**config.mk**
```make
export PLATFORM = sky130hd
export DESIGN_NAME = pwm_deadband
export DESIGN_NICKNAME = d
export VERILOG_FILES = /design/src/rtl/pwm_deadband.sv
export SDC_FILE = /design/constraint.sdc
export NUM_CORES = 1
export LEC_CHECK = 0
export BUFFER_PORTS_ARGS = -buffer_cell sky130_fd_sc_hd__buf_2
export CORE_MARGIN = 2
export CORE_UTILIZATION = 40
export CTS_CLUSTER_SIZE = 24
export DETAILED_ROUTE_END_ITERATION = 6
export RECOVER_POWER = 25
export SLEW_MARGIN = 10
export SYNTH_ARGS = -nofsm -noshare
export SYNTH_HDL_FRONTEND = slang
export SYNTH_SLANG_ARGS = --single-unit
```
**constraint.sdc**
```tcl
create_clock -name clk -period 4.5 [get_ports clk]
set_input_delay 0.45 -clock clk [delete_from_list [all_inputs] [get_ports clk]]
set_output_delay 0.45 -clock clk [all_outputs]
set_load 0.02 [all_outputs]
```
**src/rtl/pwm_deadband.sv**
```systemverilog
module pwm_deadband #(
  parameter int DLY_W = 8
) (
  input  logic             clk,
  input  logic             rst_n,
  input  logic             raw_a,
  input  logic             raw_b,
  input  logic [1:0]       in_sel,
  input  logic [1:0]       pol_sel,
  input  logic [1:0]       out_mode,
  input  logic [DLY_W-1:0] rise_dly,
  input  logic [DLY_W-1:0] fall_dly,
  output logic             out_a,
  output logic             out_b
);

  logic             red_src, fed_src;
  logic             red_q, fed_q;
  logic             byp_a_q, byp_b_q;
  logic [DLY_W-1:0] red_cnt, fed_cnt;

  assign red_src = in_sel[0] ? raw_b : raw_a;
  assign fed_src = in_sel[1] ? raw_b : raw_a;

  // Rising-edge path: counts sampled-high edges, releases once the count reaches rise_dly.
  always_ff @(posedge clk or negedge rst_n) begin
    if (!rst_n) begin
      red_cnt <= '0;
      red_q   <= 1'b0;
    end else if (!red_src) begin
      red_cnt <= '0;
      red_q   <= 1'b0;
    end else if (red_cnt >= rise_dly) begin
      red_q   <= 1'b1;
    end else begin
      red_cnt <= red_cnt + 1'b1;
    end
  end

  // Falling-edge path: mirror image, counting sampled-low edges.
  always_ff @(posedge clk or negedge rst_n) begin
    if (!rst_n) begin
      fed_cnt <= '0;
      fed_q   <= 1'b0;
    end else if (fed_src) begin
      fed_cnt <= '0;
      fed_q   <= 1'b1;
    end else if (fed_cnt >= fall_dly) begin
      fed_q   <= 1'b0;
    end else begin
      fed_cnt <= fed_cnt + 1'b1;
    end
  end

  always_ff @(posedge clk or negedge rst_n) begin
    if (!rst_n) begin
      byp_a_q <= 1'b0;
      byp_b_q <= 1'b0;
    end else begin
      byp_a_q <= raw_a;
      byp_b_q <= raw_b;
    end
  end

  assign out_a = out_mode[1] ? (red_q ^ pol_sel[0]) : byp_a_q;
  assign out_b = out_mode[0] ? (fed_q ^ pol_sel[1]) : byp_b_q;

endmodule


```
* After elaboration in Yosys (flattened, before gate mapping) *
Cells that the tools add are included.

word-level totals
  register bits = 20
  input bits = 26

operators by class
  add/sub/neg operators = 2
  order comparisons = 2
  equal/unequal tests = 3
  multiplexer cells = 12
  bitwise gates (word level) = 2
  reduce and logical (&&, ||, !) cells = 1

operator list
  cell                                            count
  2-to-1 mux 8 bit                                4
  adder 8 x 1 -> 8 bit (second input constant)    2
  greater-or-equal comparator 8 bit               2
  2-to-1 mux 1 bit                                8
  != test 2 bit (second input constant)           2
  != test 2 x 1 -> 1 bit (second input constant)  1
  nonzero test 2 bit                              1
  XOR 1 bit                                       2

* Longest topological paths before layout *
Gate-level depths: netlist (run 1).

  depth after elaboration = 3
  gate-level depth with buffers = 8

* Worst setup path before layout (run 1) *
No wires, ideal clock.

  path type = in2reg
  from = input rise_dly[1]
  to = register red_cnt[7]
  library setup time = 0.080 ns
  data arrival time = 2.040 ns
  slack = 2.380 ns
  cell stages on the path = 7
  path buffers = 0
  cell sequence = inv_1 > ha_1 > nor2b_1 > o211a_1 > o311a_4 > or4_1 > a21oi_1

between the ends
  cells in the longest elaborated chain, start to end = 2

RTL lines
  element                            RTL line  text
  start: declaration                 11        input logic [DLY_W-1:0] rise_dly,
  greater-or-equal comparator 8 bit  33        end else if (red_cnt >= rise_dly) begin
  != test 2 bit (no line)            --
  end signal: assignment             36        red_cnt <= red_cnt + 1'b1;
  end: declaration                   20        logic [DLY_W-1:0] red_cnt, fed_cnt;

Every way passes these cells.
A chain may end at the register's enable or synchronous reset.

* Worst setup path after layout (run 1) *
  from = register fed_cnt[2]
  to = register fed_cnt[7]

between the ends
  cells in the longest elaborated chain, start to end = 3
  elaborated cells between the ends (all ways) = 5
  classes of those cells = add/sub: 1; order compare: 1; eq/ne: 1; mux: 2

RTL lines
  element                   RTL line  text
  start: declaration        20
  start signal: assignment  51        fed_cnt <= fed_cnt + 1'b1;
  adder 8 x 1 -> 8 bit      51
  2-to-1 mux 8 bit          48        end else if (fed_cnt >= fall_dly) begin
  2-to-1 mux 8 bit          45        end else if (fed_src) begin

Parallel ways exist; a longest one is shown, timed or not. The select of a mux whose other input is x is not followed.

==> flow_summary.yaml, run 1 <==
floorplan:
  core_sq_mm: 0.00336
  start_util_pct: 42.0
  die_x_um: 63.4
  pin_count: 28
  core.rowCount: 21
  die_y_um: 63.4
  dieArea_sq_mm: 0.00402
clock_network:
  cts_setup_buffers: 0
  clk_latency_ps: 310
  cts_max_level: 1
  cts_tree: "built"
  cts_root_buf: "clkbuf_4"
  ctsResizeCount: 0
  holdBufCountCts: 0
  cts_made_buffers: 3
  clockBufferDepth: 2
  clk_pin_slew_worst_paths_ps: 130
  cts.sinks: 20
flow_run:
  cap_violations: 0
final_layout:
  drive_above_1_share_pct: 18.6
  regArea_sq_um: 500
  instances_no_fill: 229
  areaGrowthSynthToFinish_pct: 16.5
  antenna_cells: 0
  fin_nets: 228
  fill_cells: 357
  multi_input_area_sq_um: 823
critical_path:
  cp_top_family: "compound AO/OA/AOI/OAI gates"
  critPathKind: "flip-flop to flip-flop"
  end_kind: "flip-flop"
  slowest_delay_ps: 510
  worstPathArrival_ps: 2550
  path_buf_inv: 1
  critical-path-slowest-cell: "or4_1"
  crit_chain: "ha_1, a211o_1, a31oi_1, o311ai_1, buf_4, or4_1, a21oi_1"
  start_kind: "flip-flop"
  cp.required_ps: 4750
  critPathMaxFanout: 15
route:
  drt-total-wl_mm: 2.81
  ant_nets: 0
  vias: 1206
  firstDrtPassIters: 4
  post_drt_via_cell_ratio: 5.27
  drt-initial-drc-count: 35
  wl_per_cell_um: 12.3
  drcViolationCount: 0
synthesis:
  synth-seq-area-share_pct: 35.5
  syn_area_per_cell_sq_um: 9.22
  synth_cell_types: 33
  netlist_area_sq_mm: 0.00141
  synthMuxAreaShare_pct: 3.72
  synthSimpleGateAreaFrac_pct: 17.3
  synthCells: 153
  ys_seq_elements: 20
  ys_warn_count: 0
  syn-num-nets: 197
  synth_compound_area_share_pct: 19.5
  synth_xor_area_share_pct: 1.86
  synth_fa_ha_area_share_pct: 16.0
  synth_top_family_by_area: "compound AO/OA/AOI/OAI gates"
placed_design:
  pre_cts_slack_ps: 2120
  io_buffers: 27
  hpwl_mm: 2.19
  globalplace.congestion: 0.792
  placed_cells: 225
timing:
  rsz0062_at_grt: "false"
  slew_viol_final: 0
  fmax_mhz: 434
  setup_ws_ps: 2200
  setup_viol: 0
  hold_viol_final: 0
  skew_ps: 16.0
  fin_crit_sh_pct: 51.2
  finalSetupTns_ps: 0
  slew_headroom_pct: 24.5
  worstMarginPinSlew_ps: 1130
  min_period_ps: 2300
global_routing:
  grt_max_degree: 21
  globalRouteOverflowTotal: 0
  grt_pass1_vias: 1091
  grt_pass1_wl_mm: 4.80
  gr-usage-all-layers_pct: 14.6
  antenna_found_initial: 0
pwr:
  power.total_w: 0.000417
  ir_drop_mv: 0.133
  leakagePower_nw: 0.853
  powerDensity_mw_per_mm2: 254
run_status:
  status: "finished, final reports clean"
hold_path:
  min_path_type: "primary input to async pin"
-- worst reg2reg max path: stages, from the launching register on --
cell and delay (ps):
dfrtp_1 480, ha_1 320, a211o_1 290, a31oi_1 180, o311ai_1 130, buf_4 200
or4_1 510, a21oi_1 150
-- final cells by class --
cell class / count / area share, %
clock buffers: 3 / 1.37
clock inverters: 1 / 1.83
inverters: 19 / 4.34
multi-input cells: 112 / 50.1
flip-flops and latches: 20 / 30.4
well taps: 46 / 3.50
repair buffers: 28 / 8.45
-- path summary, 6_finish.rpt --
path	endpoint	cells past startpoint	slack, ps	from
max	fed_cnt[7]	7	2200	fed_cnt[2]
min in group clk	byp_b_q	1	330	raw_b
max in group asynchronous	red_cnt[4]	1	3490	rst_n
max reg2reg	fed_cnt[7]	7	2200	fed_cnt[2]
min reg2reg	red_q	2	550	red_q
min	red_cnt[5]	1	330	rst_n
-- layout by cell type (no fill, tap or decap), drive strengths merged, types with 3 or more instances in the layout --
master and n:
clkbuf 6, xnor2 3, dfrtp 20, nand3 5, and3 4, nand2 6, inv 19, mux2i 3
o21ai 11, ha 18, a21oi 14, nor2 8, or4 4, nand4 5, buf 25, or3 7
-- where the power goes --
part | switching, W | internal (W) | leakage [nW]
registers | 0.00000839 | 0.000188 | 0.265
clock network | 0.0000578 | 0.0000900 | 0.0279
logic | 0.0000395 | 0.0000336 | 0.560
-- flip-flops by register name, summed over array words and instances (netlist names) --
name,flops
red_cnt,8
fed_cnt,8
red_q,1
byp_a_q,1
byp_b_q,1
fed_q,1
-- cells by family after synthesis --
group / count (synthesis)
buffers and inverters: 21
DFF: 20
adders and majority gates: 18
xor gates and xnor gates: 3
muxes: 5
and+or+nand+nor: 45
AOI/OAI and AO/OA: 41
-- metal layers --
metal / share of wire, % / up-vias / wire, um / GRT usage [%]
met5: 0 / - / 0 / 0
met4: 0.96 / 0 / 27 / 4.89
met1: 51 / 565 / 1450 / 21.3
li1: - / 625 / - / -
met3: 2.1 / 2 / 60 / 1.07
met2: 45 / 14 / 1280 / 22.9
-- per-stage QoR --
step	utilization, %	hold slack [ps]	area, sq um
finish	48.9	327	1640
global route	48.9	309	1640
CTS	49.0	94.6	1650
detailed placement	47.4	438	1600
global placement	47.4	424	1600
floorplan	-	154	1410
-- synthesized netlist by cell type --
master	instances	area, sq um
a211o_1	2	17.5
a21o_1	1	7.51
a21oi_1	14	70.1
a221o_1	1	10.0
a221oi_2	1	15.0
a31o_2	1	8.76
a31oi_1	2	12.5
and2_1	2	12.5
and3_1	4	25.0
buf_2	1	5.00
buf_6	1	11.3
dfrtp_1	20	500
ha_1	18	225
inv_1	19	71.3
mux2_2	2	22.5
mux2i_1	3	30.0
nand2_1	6	22.5
nand2b_1	1	6.26
nand3_1	5	25.0
nand4_1	5	31.3
nor2_1	8	30.0
nor2b_1	2	12.5
nor3_1	1	5.00
o211a_1	1	10.0
o211ai_1	2	15.0
o21ai_0	11	55.1
o311a_4	1	21.3
o311ai_0	1	8.76
o311ai_1	1	8.76
o31ai_1	2	15.0
or3_1	7	43.8
or4_1	4	30.0
xnor2_1	3	26.3
Power figures use the tool's default switching activity.
==> run 2: changes to the inputs <==
- clock period: 4.5 -> 2.1 ns (I/O delays scaled with it)
==> run 2 against run 1 <==
Worst hold slack got worse by 250 ps. Global-route usage grew 1.7 points. Sequential share of layout area shrank 4.3 points. Wire length grew 22%. Cell area is 16% higher. Clock power increased by 110%. Fmax increased by 11%. Sequential cell count unchanged. Non-clock buffer count grew 22. Power increased by 130%. Largest power group unchanged.
==> flow_summary.yaml, run 2 (synthesis gave the netlist of run 1 again) <==
run_status:
  status: "finished, final reports clean"
pwr:
  powerDensity_mw_per_mm2: 502
  leakagePower_nw: 0.990
  ir_drop_mv: 0.349
critical_path:
  reg2reg_depth: 7
  r2r-start: "fed_cnt[2]"
  r2r_end: "fed_cnt[5]"
  start_kind: "flip-flop"
  r2r_setup_slack_ps: 30
  worstPathArrival_ps: 2330
  critPathKind: "flip-flop to flip-flop"
  critPathMaxFanout: 6
  end_kind: "flip-flop"
  cp.required_ps: 2350
final_layout:
  final_common_cell: "buf_2"
  fin_nets: 251
  fin_area_sq_mm: 0.00191
  drive_above_1_share_pct: 32.5
  areaGrowthSynthToFinish_pct: 35.6
  instances_no_fill: 252
  reg_top3: "fed_cnt (8), red_cnt (8)"
  layout_common_cells: "buf_2 (25), buf_4 (21), dfrtp_1 (20)"
  antenna_cells: 0
route:
  drt-initial-drc-count: 31
  post_drt_via_cell_ratio: 5.41
  drt-total-wl_mm: 3.44
  drcViolationCount: 0
  ant_nets: 0
  firstDrtPassIters: 4
  wl_per_cell_um: 13.6
  vias: 1363
clock_network:
  cts_tree: "built"
  cts_root_buf: "clkbuf_4"
  cts_made_buffers: 3
  cts_max_level: 1
  clk_pin_slew_worst_paths_ps: 120
  cts.sinks: 20
  clk_latency_ps: 310
  clockBufferDepth: 2
timing:
  worstMarginPinSlew_ps: 1100
  setup_ws_ps: 25.7
  hold_viol_final: 0
  finalSetupTns_ps: 0
  rsz0062_at_grt: "true"
  slew_headroom_pct: 26.4
  slew_viol_final: 0
  setup_viol: 0
  skew_ps: 10.2
  fmax_mhz: 482
  min_period_ps: 2070
  fin_crit_sh_pct: 98.8
global_routing:
  globalRouteOverflowTotal: 0
  grt_max_degree: 21
  gr-usage-all-layers_pct: 16.3
  antenna_found_initial: 0
  grt_pass1_wl_mm: 5.38
  grt_pass1_vias: 1321
floorplan:
  dieArea_sq_mm: 0.00402
  start_util_pct: 42.0
  die_x_um: 63.4
  core.rowCount: 21
  pin_count: 28
  die_y_um: 63.4
  core_sq_mm: 0.00336
hold_path:
  hold_start: "raw_b"
  min_path_type: "primary input to flip-flop"
  holdPathEnd: "byp_b_q"
  holdPathStages: 1
placed_design:
  placed_cells: 238
  pre_cts_slack_ps: -28.8
  io_buffers: 27
  globalplace.congestion: 0.786
  hpwl_mm: 2.35
  placed_cell_area_sq_mm: 0.00169
flow_run:
  cap_violations: 0
==> run 2: stage by stage <==
| step | hold WS (ps) | util, % | total power [W] |
|---|---|---|---|
| floorplan | -85.6 | - | 0.000526 |
| global placement | 184 | 50.3 | 0.000596 |
| detailed placement | 188 | 50.3 | 0.000605 |
| CTS | 48.2 | 52.4 | 0.000934 |
| global route | 77.6 | 56.9 | 0.00102 |
| finish | 74.0 | 56.9 | 0.000961 |
==> run 2: worst max-delay path, stage by stage, from the launching register on <==
cell,delay [ps]
dfrtp_1,440
ha_4,240
a211o_1,320
a31oi_4,180
o311ai_4,150
buf_4,190
or3_1,360
a21oi_2,140
==> run 2: power by group <==
group / internal (W) / total, W / switching, W
clock network: 0.000193 / 0.000317 / 0.000124
logic: 0.000111 / 0.000225 / 0.000114
registers: 0.000403 / 0.000419 / 0.0000159
==> run 2: how the worst max path moves through the flow <==
stage,to,slack [ps],from
finish,fed_cnt[5],30,fed_cnt[2]
floorplan,red_cnt[7],80,red_cnt[1]
CTS,fed_cnt[3],3,fed_cnt[2]
global placement,red_cnt[7],50,red_cnt[1]
detailed placement,red_cnt[7],-30,red_cnt[1]
global route,fed_cnt[5],-30,fed_cnt[5]
==> run 2: area by class of cell <==
type | count | area [sq um]
Clock inverter | 1 | 30.0
Sequential cell | 20 | 500
Multi-Input combinational cell | 113 | 928
Clock buffer | 3 | 22.5
Fill cell | 335 | 1450
Inverter | 19 | 71.3
Tap cell | 46 | 57.6
Timing Repair Buffer | 50 | 304
==> run 2: routing by layer <==
| metal | vias to the layer above | wire [um] | global-route usage [%] |
|---|---|---|---|
| met5 | - | 0 | 0 |
| met1 | 656 | 1570 | 21.0 |
| met2 | 28 | 1700 | 28.2 |
| met3 | 7 | 97 | 1.25 |
| met4 | 0 | 68 | 6.52 |
| li1 | 672 | - | - |
==> run 2: timing repair <==
action | CTS | global route
gates resized for setup | 0 | 16
endpoints found under the setup margin | 1 | 10
buffers inserted | 1 | 6
hold buffers | 1 | 0
pin swaps | 1 | 7
cloned | 0 | 2
endpoints found under the hold margin | 20 | 0
